`src/rtl/pfx_decoder_pkg.sv`:
```
package pfx_decoder_pkg;
    localparam int BYTE_W = 8;
    localparam int CYC_W  = 5;

    localparam logic [BYTE_W-1:0] PFX_IX   = 8'hDD;
    localparam logic [BYTE_W-1:0] PFX_IY   = 8'hFD;
    localparam logic [BYTE_W-1:0] PFX_BIT  = 8'hCB;
    localparam logic [BYTE_W-1:0] PFX_EXT  = 8'hED;
    localparam logic [BYTE_W-1:0] OP_HALT  = 8'h76;

    typedef enum logic [1:0] {
        TBL_BASE = 2'd0,
        TBL_BIT  = 2'd1,
        TBL_XBIT = 2'd2,
        TBL_EXT  = 2'd3
    } tbl_e;

    typedef enum logic [1:0] {
        IDX_NONE = 2'd0,
        IDX_X    = 2'd1,
        IDX_Y    = 2'd2
    } idx_e;

    typedef enum logic [2:0] {
        ST_OPC,
        ST_BITOP,
        ST_XDISP,
        ST_XBITOP,
        ST_EXTOP,
        ST_TAILDISP
    } st_e;

    typedef struct packed {
        logic [1:0] x;
        logic [2:0] y;
        logic [2:0] z;
        logic [1:0] p;
        logic       q;
    } fld_t;

    typedef struct packed {
        tbl_e              tbl;
        logic [BYTE_W-1:0] op;
        fld_t              f;
        idx_e              idx;
        logic [BYTE_W-1:0] disp;
        logic [CYC_W-1:0]  cyc_base;
        logic [CYC_W-1:0]  cyc_cond;
        logic              halt;
        logic              nop;
    } rec_t;
endpackage

```
`src/rtl/pfx_fields.sv`:
```
module pfx_fields
    import pfx_decoder_pkg::*;
(
    input  logic [BYTE_W-1:0] byte_i,
    output fld_t              fld_o
);
    always_comb begin
        fld_o.x = byte_i[7:6];
        fld_o.y = byte_i[5:3];
        fld_o.z = byte_i[2:0];
        fld_o.p = byte_i[5:4];
        fld_o.q = byte_i[3];
    end
endmodule

```
`src/rtl/pfx_disp_need.sv`:
```
module pfx_disp_need
    import pfx_decoder_pkg::*;
(
    input  fld_t fld_i,
    output logic need_o
);
    logic mem_incdec;
    logic load_from;
    logic store_to;
    logic alu_mem;

    always_comb begin
        // inc/dec/immediate store through (index+d): x=0, y=6, z=4..6
        mem_incdec = (fld_i.x == 2'd0) && (fld_i.y == 3'd6) &&
                     (fld_i.z >= 3'd4) && (fld_i.z <= 3'd6);
        // register loads from memory, excluding halt slot
        load_from  = (fld_i.x == 2'd1) && (fld_i.z == 3'd6) && (fld_i.y != 3'd6);
        // register stores to memory, excluding halt slot
        store_to   = (fld_i.x == 2'd1) && (fld_i.y == 3'd6) && (fld_i.z != 3'd6);
        // accumulator arithmetic with memory operand
        alu_mem    = (fld_i.x == 2'd2) && (fld_i.z == 3'd6);
        need_o     = mem_incdec | load_from | store_to | alu_mem;
    end
endmodule

```
`src/rtl/pfx_cycles.sv`:
```
module pfx_cycles
    import pfx_decoder_pkg::*;
(
    input  tbl_e             tbl_i,
    input  fld_t             fld_i,
    output logic [CYC_W-1:0] base_o,
    output logic [CYC_W-1:0] cond_o
);
    localparam logic [CYC_W-1:0] C_XBIT_TEST = CYC_W'(20);
    localparam logic [CYC_W-1:0] C_XBIT_RMW  = CYC_W'(23);
    localparam logic [CYC_W-1:0] C_DJNZ      = CYC_W'(13);
    localparam logic [CYC_W-1:0] C_JR        = CYC_W'(12);
    localparam logic [CYC_W-1:0] C_JR_NT     = CYC_W'(8);
    localparam logic [CYC_W-1:0] C_RET       = CYC_W'(11);
    localparam logic [CYC_W-1:0] C_RET_NT    = CYC_W'(5);
    localparam logic [CYC_W-1:0] C_JP        = CYC_W'(10);
    localparam logic [CYC_W-1:0] C_JP_NT     = CYC_W'(7);
    localparam logic [CYC_W-1:0] C_CALL      = CYC_W'(17);
    localparam logic [CYC_W-1:0] C_CALL_NT   = CYC_W'(10);
    localparam logic [CYC_W-1:0] C_BLK_REP   = CYC_W'(21);
    localparam logic [CYC_W-1:0] C_BLK_END   = CYC_W'(16);

    always_comb begin
        base_o = '0;
        cond_o = '0;
        unique case (tbl_i)
            TBL_XBIT: begin
                base_o = (fld_i.x == 2'd1) ? C_XBIT_TEST : C_XBIT_RMW;
                cond_o = base_o;
            end
            TBL_BASE: begin
                if (fld_i.x == 2'd0 && fld_i.z == 3'd0) begin
                    if (fld_i.y == 3'd2) begin
                        base_o = C_DJNZ;
                        cond_o = C_JR_NT;
                    end else if (fld_i.y == 3'd3) begin
                        base_o = C_JR;
                        cond_o = C_JR;
                    end else if (fld_i.y >= 3'd4) begin
                        base_o = C_JR;
                        cond_o = C_JR_NT;
                    end
                end else if (fld_i.x == 2'd3) begin
                    if (fld_i.z == 3'd0) begin
                        base_o = C_RET;
                        cond_o = C_RET_NT;
                    end else if (fld_i.z == 3'd2) begin
                        base_o = C_JP;
                        cond_o = C_JP_NT;
                    end else if (fld_i.z == 3'd4) begin
                        base_o = C_CALL;
                        cond_o = C_CALL_NT;
                    end
                end
            end
            TBL_EXT: begin
                if (fld_i.x == 2'd2 && fld_i.z <= 3'd3 && fld_i.y >= 3'd4) begin
                    base_o = (fld_i.y >= 3'd6) ? C_BLK_REP : C_BLK_END;
                    cond_o = C_BLK_END;
                end
            end
            default: begin
                base_o = '0;
                cond_o = '0;
            end
        endcase
    end
endmodule

```
`src/rtl/pfx_decoder.sv`:
```
module pfx_decoder
    import pfx_decoder_pkg::*;
(
    input  logic              clk,
    input  logic              rst,
    input  logic              in_valid,
    input  logic [BYTE_W-1:0] in_byte,
    output logic              in_ready,
    output logic              dec_valid,
    input  logic              dec_ready,
    output logic [1:0]        dec_table,
    output logic [BYTE_W-1:0] dec_opcode,
    output logic [1:0]        dec_x,
    output logic [2:0]        dec_y,
    output logic [2:0]        dec_z,
    output logic [1:0]        dec_p,
    output logic              dec_q,
    output logic [1:0]        dec_index,
    output logic [BYTE_W-1:0] dec_disp,
    output logic [CYC_W-1:0]  dec_cyc_base,
    output logic [CYC_W-1:0]  dec_cyc_cond,
    output logic              dec_halt,
    output logic              dec_nop
);
    typedef struct packed {
        st_e               st;
        idx_e              idx;
        logic [BYTE_W-1:0] op;
        logic [BYTE_W-1:0] disp;
        rec_t              rec;
        logic              rec_vld;
    } state_t;

    state_t d, q;

    logic [BYTE_W-1:0] cur_op;
    fld_t              cur_fld;
    logic              cur_need;
    tbl_e              cur_tbl;
    logic [CYC_W-1:0]  cur_base;
    logic [CYC_W-1:0]  cur_cond;
    logic [BYTE_W-1:0] cur_disp;

    // opcode under decode: stored one while waiting for trailing displacement
    assign cur_op = (q.st == ST_TAILDISP) ? q.op : in_byte;

    always_comb begin
        unique case (q.st)
            ST_BITOP:  cur_tbl = TBL_BIT;
            ST_XBITOP: cur_tbl = TBL_XBIT;
            ST_EXTOP:  cur_tbl = TBL_EXT;
            default:   cur_tbl = TBL_BASE;
        endcase
        unique case (q.st)
            ST_TAILDISP: cur_disp = in_byte;
            ST_XBITOP:   cur_disp = q.disp;
            default:     cur_disp = '0;
        endcase
    end

    pfx_fields    u_fld  (.byte_i(cur_op), .fld_o(cur_fld));
    pfx_disp_need u_need (.fld_i(cur_fld), .need_o(cur_need));
    pfx_cycles    u_cyc  (.tbl_i(cur_tbl), .fld_i(cur_fld),
                          .base_o(cur_base), .cond_o(cur_cond));

    logic take;
    logic emit;

    always_comb begin
        d    = q;
        emit = 1'b0;
        take = in_valid && !q.rec_vld;

        if (q.rec_vld && dec_ready) begin
            d.rec_vld = 1'b0;
        end

        if (take) begin
            unique case (q.st)
                ST_OPC: begin
                    if (in_byte == PFX_IX) begin
                        d.idx = IDX_X;
                    end else if (in_byte == PFX_IY) begin
                        d.idx = IDX_Y;
                    end else if (in_byte == PFX_BIT) begin
                        d.st = (q.idx != IDX_NONE) ? ST_XDISP : ST_BITOP;
                    end else if (in_byte == PFX_EXT) begin
                        d.idx = IDX_NONE;
                        d.st  = ST_EXTOP;
                    end else if (q.idx != IDX_NONE && cur_need) begin
                        d.op = in_byte;
                        d.st = ST_TAILDISP;
                    end else begin
                        emit = 1'b1;
                    end
                end
                ST_XDISP: begin
                    d.disp = in_byte;
                    d.st   = ST_XBITOP;
                end
                default: emit = 1'b1;
            endcase
        end

        if (emit) begin
            d.rec.tbl      = cur_tbl;
            d.rec.op       = cur_op;
            d.rec.f        = cur_fld;
            d.rec.idx      = q.idx;
            d.rec.disp     = cur_disp;
            d.rec.cyc_base = cur_base;
            d.rec.cyc_cond = cur_cond;
            d.rec.halt     = (cur_tbl == TBL_BASE) && (cur_op == OP_HALT);
            d.rec.nop      = (cur_tbl == TBL_EXT) &&
                             ((cur_fld.x == 2'd0) || (cur_fld.x == 2'd3));
            d.rec_vld      = 1'b1;
            d.st           = ST_OPC;
            d.idx          = IDX_NONE;
            d.disp         = '0;
        end
    end

    always_ff @(posedge clk) begin
        if (rst) begin
            q         <= '0;
            q.st      <= ST_OPC;
            q.idx     <= IDX_NONE;
            q.rec.tbl <= TBL_BASE;
            q.rec.idx <= IDX_NONE;
        end else begin
            q <= d;
        end
    end

    assign in_ready     = !q.rec_vld;
    assign dec_valid    = q.rec_vld;
    assign dec_table    = q.rec.tbl;
    assign dec_opcode   = q.rec.op;
    assign dec_x        = q.rec.f.x;
    assign dec_y        = q.rec.f.y;
    assign dec_z        = q.rec.f.z;
    assign dec_p        = q.rec.f.p;
    assign dec_q        = q.rec.f.q;
    assign dec_index    = q.rec.idx;
    assign dec_disp     = q.rec.disp;
    assign dec_cyc_base = q.rec.cyc_base;
    assign dec_cyc_cond = q.rec.cyc_cond;
    assign dec_halt     = q.rec.halt;
    assign dec_nop      = q.rec.nop;
endmodule

```
`config.mk`:
```
export PLATFORM = sky130hd
export DESIGN_NAME = pfx_decoder
export DESIGN_NICKNAME = d
export VERILOG_FILES = /design/src/rtl/pfx_decoder_pkg.sv /design/src/rtl/pfx_fields.sv /design/src/rtl/pfx_disp_need.sv /design/src/rtl/pfx_cycles.sv /design/src/rtl/pfx_decoder.sv
export SDC_FILE = /design/constraint.sdc
export NUM_CORES = 1
export LEC_CHECK = 0
export BUFFER_PORTS_ARGS = -buffer_cell sky130_fd_sc_hd__clkbuf_2
export CAP_MARGIN = 0
export CORE_MARGIN = 2
export CORE_UTILIZATION = 60
export DETAILED_ROUTE_END_ITERATION = 10
export PLACE_DENSITY_LB_ADDON = 0.12
export SLEW_MARGIN = 0
export SYNTH_ARGS = -nofsm -noshare
export SYNTH_HDL_FRONTEND = slang
export SYNTH_HIERARCHICAL = 1
export SYNTH_SLANG_ARGS = --single-unit
```
`constraint.sdc`:
```
create_clock -name clk -period 7.7 [get_ports clk]
set_clock_uncertainty 0.1 [all_clocks]
set_input_delay 1.54 -clock clk [delete_from_list [all_inputs] [get_ports clk]]
set_output_delay 1.54 -clock clk [all_outputs]
set_load 0.01 [all_outputs]
```
==> metrics.md, run 1 <==
| Metric | Value |
|---|---|
| Fillers | `534` |
| Antenna cells | `0` |
| Final Hold Fails | `0` |
| Total area of sequential cells | `1300 um^2` |
| Yosys top cell area share | `between 30 and 40%` |
| First-pass GRT wire length | `11.7 mm` |
| CP max FO | `34` |
| DR vias | `2790` |
| Ys flop type | `dfxtp_1` |
| Site Rows | `28` |
| Final GP Congestion | `0.907` |
| Setup TNS | `0 ns` |
| RSZ-0062 raised after global routing | `no` |
| Minimum clock period | `roughly 4.5 ns` |
| Final Util | `62.3%` |
| Sequential element share of the synthesized area | `a little over a third` |
| Worst setup SP type | `flop` |
| WS Path Type | `reg -> reg` |
| Clock latency at the later pin of the worst-skew pair | `around 0.33 ns` |
| Worst path arrival time | `4.69 ns` |
| Final setup margin | `3.17 ns` |
| Final period util | `58.9%` |
| Worst Hold Class | `reg -> reg` |
| Die Area | `6580 um^2` |
| Final WL | `7.17 mm` |
| Flops & latches, synth | `65` |
| IO buf count | `56` |
| Chip width | `between 80 and 90 um` |
| Nets | `433` |
| Die Y | `81.1 um` |
| Final setup vio count | `0` |
| Synth warn | `6` |
| Synth cell types | `57` |
| Initial core utilization | `approximately three fifths` |
| GRT Util Overall | `a little under a quarter` |
| Placed insts | `around 490` |
| DRT Pass-1 Iters | `5` |
| Crit-path leading delay family | `compound AO/OA/AOI/OAI gates` |
| Total power | `around 750 uW` |
| Clk buf depth | `2` |
| Vias per cell | `5.57` |
| H-tree level count | `3` |
| TritonCTS Sinks | `between 60 and 70` |
| Fraction of layout cells with a size suffix above 1 | `23.9%` |
| CTS Buf Count | `9` |
| Cell count after synthesis | `~430` |
| Initial antenna violation count | `0` |
| Worst slew pin tran | `around 0.9 ns` |
| Status | `complete, no violations` |
| Critical Path RT | `7.86 ns` |
| VDD IR max | `0.107 mV` |
| Clk root buf | `clkbuf_8` |
| Routed len/inst | `14.3 um` |
| Final ANT Viol Nets | `0` |
| LEAKAGE | `1.51 nW` |
| CP dominant cell by count | `o21ai_0` |
| # resized after CTS | `0` |
| CP max stage delay | `around 0.84 ns` |
| CP Capture Type | `flop` |
| Iteration-0 DRC Markers | `219` |
| Hold buffer count at CTS | `0` |
| DP Area | `about 3400 um^2` |
| FMAX | `221 MHz` |
| Number of synthesized flops with an enable pin | `0` |
| Vias in the first global route | `2413` |
| DRC violations left | `0` |
| Io pins | `between 50 and 60` |
| Crit-path slowest cell | `o21ai_0` |
| Slew HR | `39.8%` |
| TritonCTS clock tree | `done` |
| Synthesis-to-layout area growth | `2.17%` |
| Largest net degree at the start of global routing | `55` |
| WP buf/inv | `0` |
| Non-Filler Instances | `501` |
| Post-synthesis cell area | `3570 um^2` |
| Final Cell Area | `3650 um^2` |
| Gr ovfl total | `0` |
| Hold WS | `0.355 ns` |
| Synth Area per Inst | `8.26 um^2` |
| Max_cap viols | `0` |
| Core Area | `5850 um^2` |
| Ranking of synthesized cells by area | `dfxtp_1 36%, buf_4 11%, nand2_1 6.8%, a21oi_1 5.9%, nor2_1 4.9%` |
| Post-CTS Setup Bufs | `0` |
| CP Cell Sequence | `nand3b_1 > o21ai_0 > nand3b_4 > and4b_1 > nor3_1 > o21ai_1 > o21a_1 > o21ai_0 > o211a_1 > nand2_1 > a21oi_1` |
| Area of the multi-input gates | `1710 um^2` |
| Synthesized Nets | `444` |
| PwrDens | `207 nW/um^2` |
| Worst slack, placed | `2.90 ns` |
| Synth area leader | `dfxtp_1` |
| DP Wirelength | `4.92 mm` |
| Slew Viols, Final | `0` |
| Clock Pin Slew Worst Setup and Hold Paths | `0.07 ns` |
| Asr flop ratio synth | `0%` |
[final timing paths]
| kind | slack, ns | from | end | depth (start not counted) |
|---|---|---|---|---|
| worst min register to register | 0.36 | dec_x[0] | dec_x[0] | 2 |
| worst min-delay path | 0.36 | dec_x[0] | dec_x[0] | 2 |
| worst max register to register | 3.17 | q[62] | dec_y[0] | 11 |
| worst max-delay path | 3.17 | q[62] | dec_y[0] | 11 |
[power by group]
group	internal (mW)	total, mW	switching, mW
clock	0.199	0.328	0.129
combinational	0.0258	0.0768	0.0510
sequential	0.345	0.349	0.00473
[metal layers]
| layer | part of all wire, % | global-route usage, % | vias to the layer above |
|---|---|---|---|
| met5 | 0 | 0 | - |
| met4 | 1.9 | 8.98 | 0 |
| met3 | 5.8 | 4.44 | 10 |
| met2 | 44 | 34.1 | 81 |
| met1 | 49 | 32.5 | 1288 |
| li1 | - | - | 1411 |
[placed cells by master, fill, tap and decap left out, types with 2 or more instances in the layout]
cell type  instances
xnor2_1            2
nor2b_1            5
o211ai_1           2
nand3_1           17
clkinv_2           2
a31oi_1            2
o211ai_4           2
nand2_1           65
nand4b_1           2
nor3_1             4
a311oi_1           2
a211oi_1           2
buf_4              2
clkbuf_8          11
nand2b_1           4
nand3b_1           5
o21ai_0            6
nand4_1            3
clkbuf_2          56
dfxtp_1           65
nor3_2             8
nor2_1            47
mux2_2             7
and4bb_1           2
inv_1              5
a22o_1             8
o31ai_1            2
a21oi_1           42
mux2i_1           16
bufinv_16          2
[cells by family after synthesis]
family / count (synthesis) / share of synthesized area, %
compound gates: 80 / 15.0
xor+xnor: 2 / 0.491
buf+inv: 85 / 15.7
flops: 65 / 36.5
mux: 23 / 6.69
simple gates: 177 / 25.7
[final cells by class]
type	instances	area share, %
sequential	65	35.7
clock buffer	11	4.15
multi-input combinational	282	46.9
clock inverter	5	2.13
tap	75	2.57
inverter	5	0.515
timing repair buffer	58	8.10
[sequential cells by signal (all words and copies together) (netlist names), 3 cells and up]
name	flops
q	21
dec_disp	8
dec_opcode	8
dec_cyc_base	5
dec_cyc_cond	5
dec_y	3
dec_z	3
[worst register-to-register path, stage by stage, from the launching register on]
cell      delay (ns)
dfxtp_1         0.64
nand3b_1        0.47
o21ai_0         0.84
nand3b_4        0.16
and4b_1         0.24
nor3_1          0.20
o21ai_1         0.10
o21a_1          0.15
o21ai_0         0.38
o211a_1         0.83
nand2_1         0.21
a21oi_1         0.17
[cells in the mapped netlist, drive strengths merged, types with 2 or more instances]
cell     n
nor2b    5
or4b     3
nand3   17
nand4    3
and4bb   2
mux2     7
a22o     8
o211ai   4
a211oi   2
o31ai    3
nand4b   2
xnor2    2
buf     65
a31oi    2
nor2    47
a311oi   2
clkbuf  15
o21a     2
a21oi   43
nand3b   6
mux2i   16
nand2b   5
dfxtp   65
nor3    13
o21ai    7
nand2   65
inv      5
Note: power is estimated with default switching activity, not from simulation.
==> run 2: changes to the inputs <==
--- a/config.mk
+++ b/config.mk
@@ -5,10 +5,11 @@
 export SDC_FILE = /design/constraint.sdc
 export NUM_CORES = 1
 export LEC_CHECK = 0
+export ABC_AREA = 1
 export BUFFER_PORTS_ARGS = -buffer_cell sky130_fd_sc_hd__clkbuf_2
 export CAP_MARGIN = 0
 export CORE_MARGIN = 2
-export CORE_UTILIZATION = 60
+export CORE_UTILIZATION = 53
 export DETAILED_ROUTE_END_ITERATION = 10
 export PLACE_DENSITY_LB_ADDON = 0.12
 export SLEW_MARGIN = 0
==> constraint.sdc (replaced) <==
create_clock -name clk -period 4 [get_ports clk]
set_clock_uncertainty 0.1 [all_clocks]
set_input_delay 0.8 -clock clk [delete_from_list [all_inputs] [get_ports clk]]
set_output_delay 0.8 -clock clk [all_outputs]
set_load 0.01 [all_outputs]
==> metrics.md, run 2 <==
| Metric | Value |
|---|---|
| Status | `complete, no violations (unchanged)` |
| Hold buffer count at CTS | `0 (unchanged)` |
| Gr ovfl total | `0 (unchanged)` |
| CTS Buf Count | `9 (unchanged)` |
| Final Util | `55.3% (was 62.3%)` |
| Worst Hold Class | `reg -> reg (unchanged)` |
| LEAKAGE | `2.08 nW (was 1.51 nW)` |
| Final setup vio count | `0 (unchanged)` |
| Critical Path RT | `4.13 ns (was 7.86 ns)` |
| Final GP Congestion | `0.841 (was 0.907)` |
| Chip width | `93.1 um (was 81.1 um)` |
| Final WL | `9.09 mm (was 7.17 mm)` |
| Final Hold Fails | `0 (unchanged)` |
| DRC violations left | `0 (unchanged)` |
| Fillers | `768 (was 534)` |
| VDD IR max | `0.230 mV (was 0.107 mV)` |
| WS Path Type | `reg -> reg (unchanged)` |
| PwrDens | `374 nW/um^2 (was 207 nW/um^2)` |
| NetSw | `435 uW (was 185 uW)` |
| Post-synthesis cell area | `4210 um^2 (was 3570 um^2)` |
| Max_cap viols | `0 (unchanged)` |
| Iteration-0 DRC Markers | `186 (was 219)` |
| Most frequent cells in the layout | `114 x nand2_1, 85 x nor2_1, 80 x nand3_1 (was 65 x nand2_1, 65 x dfxtp_1, 56 x clkbuf_2)` |
| RSZ-0062 raised after global routing | `no (unchanged)` |
| Max reg flops | `21 (unchanged)` |
| Synthesis-to-layout area growth | `1.52% (was 2.17%)` |
| Die Y | `93.1 um (was 81.1 um)` |
| Final ANT Viol Nets | `0 (unchanged)` |
| Synth cell types | `29 (was 57)` |
| Synth area leader | `dfxtp_1 (unchanged)` |
| Most numerous cell in the Yosys netlist | `nand2_1` |
| DP Wirelength | `6.28 mm (was 4.92 mm)` |
| Worst R2R Start | `q[63] (was q[62])` |
| Total area of sequential cells | `1300 um^2 (unchanged)` |
| Initial core utilization | `54.5% (was 61.0%)` |
| DR vias | `3664 (was 2790)` |
| Final period util | `78.2% (was 58.9%)` |
| Slew Viols, Final | `0 (unchanged)` |
| Vias per cell | `5.06 (was 5.57)` |
| Synthesized Nets | `638 (was 444)` |
| Non-Filler Instances | `724 (was 501)` |
| Ranking of synthesized cells by area | `dfxtp_1 31%, buf_4 10%, nand2_1 10%, nand3_1 9.5%, a21oi_2 8.3% (was dfxtp_1 36%, buf_4 11%, nand2_1 6.8%, a21oi_1 5.9%, nor2_1 4.9%)` |
| FMAX | `320 MHz (was 221 MHz)` |
| Initial antenna violation count | `0 (unchanged)` |
| Die Area | `8670 um^2 (was 6580 um^2)` |
| Asr flop ratio synth | `0% (unchanged)` |
| Reg with most FFs | `q (unchanged)` |
| Routed len/inst | `12.6 um (was 14.3 um)` |
| Yosys top cell area share | `30.9% (was 36.5%)` |
| Sequential element share of the synthesized area | `30.9% (was 36.5%)` |
| IO buf count | `56 (unchanged)` |
| Most common cell after layout, fill and taps aside | `nand2_1` |
| Synth warn | `6 (unchanged)` |
| Clock Pin Slew Worst Setup and Hold Paths | `0.07 ns (about the same)` |
| Number of synthesized flops with an enable pin | `0 (unchanged)` |
| Vias in the first global route | `3431 (was 2413)` |
| GRT Util Overall | `22.4% (was 22.9%)` |
| Post-CTS Setup Bufs | `0 (unchanged)` |
| Io pins | `57 (unchanged)` |
| Commonest cells in the netlist | `114 x nand2_1, 85 x nor2_1, 80 x nand3_1 (was 65 x dfxtp_1, 65 x nand2_1, 52 x buf_4)` |
| Clock Power Share | `40.0% (was 43.5%)` |
| Setup TNS | `0 ns (unchanged)` |
| Site Rows | `32 (was 28)` |
| H-tree level count | `3 (unchanged)` |
| CP max FO | `86 (was 34)` |
| First-pass GRT wire length | `15.6 mm (was 11.7 mm)` |
| Worst setup SP type | `flop (unchanged)` |
| Largest net degree at the start of global routing | `88 (was 55)` |
| Fraction of layout cells with a size suffix above 1 | `23.3% (was 23.9%)` |
| Internal power | `1.16 mW (was 570 uW)` |
| DRT Pass-1 Iters | `4 (was 5)` |
| Sequential Power Share | `44.3% (was 46.3%)` |
| TritonCTS Sinks | `65 (unchanged)` |
| Worst slew pin tran | `1.13 ns (was 0.903 ns)` |
| Hold Startpoint | `q[46] (was dec_x[0])` |
| Area of the multi-input gates | `1960 um^2 (was 1710 um^2)` |
| Synth Area per Inst | `6.73 um^2 (was 8.26 um^2)` |
| CP Capture Type | `flop (unchanged)` |
| Flops & latches, synth | `65 (unchanged)` |
| Gate power share | `15.8% (was 10.2%)` |
| Cell count after synthesis | `626 (was 432)` |
| Clk root buf | `clkbuf_8 (unchanged)` |
| Clock latency at the later pin of the worst-skew pair | `0.34 ns (was 0.33 ns)` |
| Nets | `629 (was 433)` |
| Core Area | `7730 um^2 (was 5850 um^2)` |
| Placed insts | `708 (was 485)` |
| Sw Share | `27.2% (was 24.5%)` |
| Minimum clock period | `3.13 ns (was 4.53 ns)` |
| Worst path arrival time | `3.26 ns (was 4.69 ns)` |
| Worst Setup SP | `q[63] (was q[62])` |
| FF-to-FF setup slack | `0.87 ns (was 3.17 ns)` |
| Slew HR | `25.0% (was 39.8%)` |
| Antenna cells | `0 (unchanged)` |
| # resized after CTS | `0 (unchanged)` |
| TritonCTS clock tree | `done (unchanged)` |
| Clk buf depth | `2 (unchanged)` |
| Ys flop type | `dfxtp_1 (unchanged)` |
==> run 2: cell types whose count changed after synthesis, moves of 8 or more <==
| cell | delta |
|---|---|
| clkbuf_1 | -8 |
| nor2_1 | +38 |
| mux2i_1 | -16 |
| a21oi_1 | -18 |
| a21oi_2 | +39 |
| nor2_2 | +8 |
| o21ai_0 | +10 |
| inv_1 | +69 |
| nor3_2 | -8 |
| nand2_1 | +49 |
| a22o_1 | -8 |
| nand3_1 | +63 |
==> run 2: critical path: stages, from the launching register on <==
cell	delay, ns
dfxtp_1	0.66
inv_2	0.18
nand3_4	0.20
nand2_1	0.07
o21ai_0	0.14
inv_1	0.23
nand2_1	0.13
nor2_2	0.05
nand2_1	0.06
nand2_1	0.05
nand2_1	0.06
nand3_2	0.05
nand2_1	0.11
nand3_2	0.11
nand2_4	0.08
buf_12	0.36
nand3_1	0.16
nand2_1	0.12
nor2_1	0.04
==> run 2: through the flow <==
stage	area [um^2]	setup slack (ns)	hold slack, ns	power (mW)
2_1_floorplan	4210	1.58	0.330	0.954
3_3_place_gp	4050	0.968	0.361	0.971
3_5_place_dp	4050	0.945	0.360	0.977
4_1_cts	4270	0.946	0.369	1.61
5_1_grt	4270	0.524	0.398	1.68
6_report	4270	0.874	0.368	1.60
==> run 2: final cells by class <==
cell class | instances | share of cell area, %
Clock buffer | 11 | 3.54
Clock inverter | 5 | 1.81
Inverter | 84 | 7.38
Multi-Input combinational cell | 395 | 45.9
Sequential cell | 65 | 30.4
Tap cell | 102 | 2.99
Timing Repair Buffer | 62 | 7.90
==> run 2: final timing paths <==
| path | to | cells past startpoint |
|---|---|---|
| worst max-delay path | dec_opcode[2] | 18 |
| worst max register to register | dec_opcode[2] | 18 |
| worst min-delay path | q[46] | 2 |
| worst min register to register | q[46] | 2 |
==> run 2: metal layers <==
metal  GRT usage [%]  wire [um]  up-vias
li1                -          -     1910
met4            9.80        167        0
met3            4.51        414       17
met1            29.4       4380     1643
met5               0          0        -
met2            35.8       4130       94
==> run 2: power by group through the flow <==
stage / clock [mW] / sequential [mW] / combinational [mW]
floorplan: 0 / 0.719 / 0.235
detailed placement: 0 / 0.723 / 0.254
global placement: 0 / 0.721 / 0.249
finish: 0.639 / 0.707 / 0.252
CTS: 0.652 / 0.708 / 0.254
global route: 0.679 / 0.712 / 0.286
==> run 2: kinds of logic after synthesis <==
group / count (synthesis) / share of synthesized area [%]
AOI/OAI and AO/OA: 88 / 14.2
and+or+nand+nor: 307 / 32.3
DFF: 65 / 30.9
buffers and inverters: 166 / 22.6
==> run 3: changes to the inputs <==
--- a/config.mk
+++ b/config.mk
@@ -5,11 +5,11 @@
 export SDC_FILE = /design/constraint.sdc
 export NUM_CORES = 1
 export LEC_CHECK = 0
-export ABC_AREA = 1
+export ABC_AREA = 0
 export BUFFER_PORTS_ARGS = -buffer_cell sky130_fd_sc_hd__clkbuf_2
 export CAP_MARGIN = 0
 export CORE_MARGIN = 2
-export CORE_UTILIZATION = 53
+export CORE_UTILIZATION = 57
 export DETAILED_ROUTE_END_ITERATION = 10
 export PLACE_DENSITY_LB_ADDON = 0.12
 export SLEW_MARGIN = 0
==> constraint.sdc (replaced) <==
create_clock -name clk -period 3 [get_ports clk]
set_clock_uncertainty 0.1 [all_clocks]
set_input_delay 0.6 -clock clk [delete_from_list [all_inputs] [get_ports clk]]
set_output_delay 0.6 -clock clk [all_outputs]
set_load 0.01 [all_outputs]
==> metrics.md, run 3 (synthesis results as in run 1) <==
| Metric | Value |
|---|---|
| Final setup vio count | `0 (unchanged)` |
| Total area of sequential cells | `1300 um^2 (about the same)` |
| Core Area | `5990 um^2 (was 7730 um^2)` |
| Final period util | `93.1% (was 78.2%)` |
| TritonCTS Sinks | `65 (unchanged)` |
| CP max stage delay | `0.37 ns (was 0.66 ns)` |
| PwrDens | `490 nW/um^2 (was 374 nW/um^2)` |
| Setup TNS | `0 ns (unchanged)` |
| Crit-path slowest cell | `dfxtp_1 (unchanged)` |
| LEAKAGE | `1.64 nW (was 2.08 nW)` |
| Final WL | `7.95 mm (was 9.09 mm)` |
| Io pins | `57 (unchanged)` |
| Nets | `455 (was 629)` |
| Iteration-0 DRC Markers | `146 (was 186)` |
| Internal power | `1.40 mW (was 1.16 mW)` |
| Worst path depth | `13 (was 18)` |
| Sequential Power Share | `47.6% (was 44.3%)` |
| Worst Hold Class | `reg -> reg (unchanged)` |
| GRT Util Overall | `22.8% (was 22.4%)` |
| Final Hold Fails | `0 (unchanged)` |
| Most frequent cells in the layout | `65 x nand2_1, 64 x dfxtp_1, 56 x clkbuf_2 (was 114 x nand2_1, 85 x nor2_1, 80 x nand3_1)` |
| Most common cell after layout, fill and taps aside | `nand2_1 (unchanged)` |
| Fillers | `573 (was 768)` |
| Non-Filler Instances | `523 (was 724)` |
| Clock Pin Slew Worst Setup and Hold Paths | `0.07 ns (about the same)` |
| CP Capture Type | `flop (unchanged)` |
| Final ANT Viol Nets | `0 (unchanged)` |
| VDD IR max | `0.311 mV (was 0.230 mV)` |
| GR Util met1 | `31.3% (was 29.4%)` |
| Slew Viols, Final | `0 (unchanged)` |
| Reg with most FFs | `q (unchanged)` |
| DRT Pass-1 Iters | `5 (was 4)` |
| Minimum clock period | `2.79 ns (was 3.13 ns)` |
| DP Wirelength | `5.59 mm (was 6.28 mm)` |
| Total power | `1.89 mW (was 1.60 mW)` |
| IO buf count | `56 (unchanged)` |
| H-tree level count | `3 (unchanged)` |
| Initial antenna violation count | `0 (unchanged)` |
| NetSw | `485 uW (was 435 uW)` |
| Antenna cells | `0 (unchanged)` |
| Worst R2R Path Depth | `13 (was 18)` |
| CTS Buf Count | `9 (unchanged)` |
| First-pass GRT wire length | `12.9 mm (was 15.6 mm)` |
| Routed len/inst | `15.2 um (was 12.6 um)` |
| CP max FO | `15 (was 86)` |
| Met3 Track Usage GR | `4.37% (was 4.51%)` |
| Initial core utilization | `59.6% (was 54.5%)` |
| Largest net degree at the start of global routing | `41 (was 88)` |
| DRC violations left | `0 (unchanged)` |
| Chip width | `83.1 um (was 93.1 um)` |
| Area of the multi-input gates | `1730 um^2 (was 1960 um^2)` |
| Critical Path RT | `3.11 ns (was 4.13 ns)` |
| Reg-to-reg endpoint | `dec_opcode[0] (was dec_opcode[2])` |
| Crit-path leading delay family | `simple AND/OR/NAND/NOR gates (unchanged)` |
| WP buf/inv | `2 (was 3)` |
| Worst R2R Start | `q[64] (was q[63])` |
| Max_cap viols | `0 (unchanged)` |
| FF-to-FF setup slack | `0.21 ns (was 0.87 ns)` |
| Gr ovfl total | `0 (unchanged)` |
| Max reg flops | `21 (unchanged)` |
| Sw Share | `25.7% (was 27.2%)` |
| Die Area | `6910 um^2 (was 8670 um^2)` |
| Worst setup SP type | `flop (unchanged)` |
| Clk root buf | `clkbuf_8 (unchanged)` |
| Clock latency at the later pin of the worst-skew pair | `0.33 ns (was 0.34 ns)` |
| GRT busiest layer | `met2 (unchanged)` |
| TritonCTS clock tree | `done (unchanged)` |
| Slew HR | `58.7% (was 25.0%)` |
| CP Cell Sequence | `nand3b_1 > buf_6 > mux2_2 > nand3b_4 > and4b_1 > nor3_1 > o21ai_1 > o21a_1 > o21ai_2 > o211ai_4 > buf_4 > nor2_1 > nor3_2 (was inv_2 > nand3_4 > nand2_1 > o21ai_0 > inv_1 > nand2_1 > nor2_2 > nand2_1 > nand2_1 > nand2_1 > nand3_2 > nand2_1 > nand3_2 > nand2_4 > buf_12 > nand3_1 > nand2_1 > nor2_1)` |
| WS Path Type | `reg -> reg (unchanged)` |
| Die Y | `83.1 um (was 93.1 um)` |
| Status | `complete, no violations (unchanged)` |
| Placed insts | `505 (was 708)` |
| Worst path arrival time | `2.90 ns (was 3.26 ns)` |
| Clk buf depth | `2 (unchanged)` |
| Worst slew pin tran | `0.614 ns (was 1.13 ns)` |
| DR vias | `2953 (was 3664)` |
| Worst Setup EP | `dec_opcode[0] (was dec_opcode[2])` |
| Clock Power Share | `40.2% (was 40.0%)` |
| M2 GR Usage | `35.3% (was 35.8%)` |
| Final GP Congestion | `0.867 (was 0.841)` |
| Vias in the first global route | `2679 (was 3431)` |
| Worst Setup SP | `q[64] (was q[63])` |
| Vias per cell | `5.65 (was 5.06)` |
| Hold WS | `0.353 ns (was 0.368 ns)` |
| Gate power share | `12.2% (was 15.8%)` |
| Synthesis-to-layout area growth | `7.92% (was 1.52%)` |
| Hold buffer count at CTS | `0 (unchanged)` |
| FMAX | `358 MHz (was 320 MHz)` |
| Site Rows | `28 (was 32)` |
| Fraction of layout cells with a size suffix above 1 | `28.3% (was 23.3%)` |
-- run 3: cell types whose count changed in the layout (fill, tap and decap cells not counted), sizes merged, moves of 11 or more --
| cell | change |
|---|---|
| nor3 | +11 |
| o21ai | -15 |
| nand3 | -66 |
| nand2 | -53 |
| buf | +17 |
| a21oi | -21 |
| inv | -76 |
| mux2i | +16 |
| nor2 | -49 |
-- run 3: cell type report --
type	count	area share, %
repair buffers	80	13.2
multi-input cells	282	44.8
flip-flops and latches	65	33.8
clock buffers	11	3.93
well taps	75	2.44
inverters	5	0.487
clock inverters	5	1.40
-- run 3: power by group through the flow --
stage / sequential [mW] / clock [mW] / combinational (mW)
after floorplan: 0.914 / 0 / 0.193
after global placement: 0.917 / 0 / 0.217
after detailed placement: 0.917 / 0 / 0.219
after CTS: 0.897 / 0.773 / 0.221
after global routing: 0.899 / 0.812 / 0.252
final: 0.897 / 0.758 / 0.231
-- run 3: worst min-delay path by stage --
stage	startpoint	end	cells past startpoint
after floorplan	dec_cyc_base[0]	dec_cyc_base[0]	2
after CTS	dec_p[0]	dec_p[0]	2
after global routing	dec_disp[2]	dec_disp[2]	2
after global placement	dec_y[2]	dec_y[2]	2
final	dec_cyc_cond[2]	dec_cyc_cond[2]	2
after detailed placement	dec_p[0]	dec_p[0]	2
-- run 3: worst min-delay path: stages (launching register included) --
cell     delay, ns
dfxtp_1       0.31
nand2_1       0.05
a21oi_1       0.05
-- run 3: per-layer routing --
metal | vias up | wire length (um)
met5 | - | 0
met4 | 0 | 187
met3 | 16 | 421
met2 | 111 | 3580
met1 | 1369 | 3760
li1 | 1457 | -
-- run 3: what timing repair did --
item / CTS / global route
setup buffers: 0 / 1
endpoints found under the setup margin: 0 / 34
resized for setup: 0 / 4
-- run 3: per-stage QoR --
stage	util (%)	setup WS [ns]	instance area (um^2)
floorplan	-	0.00405	3620
global placement	60.1	0.235	3600
detailed placement	60.1	0.172	3600
CTS	63.5	0.159	3800
global route	64.3	-0.00177	3850
finish	64.3	0.207	3850
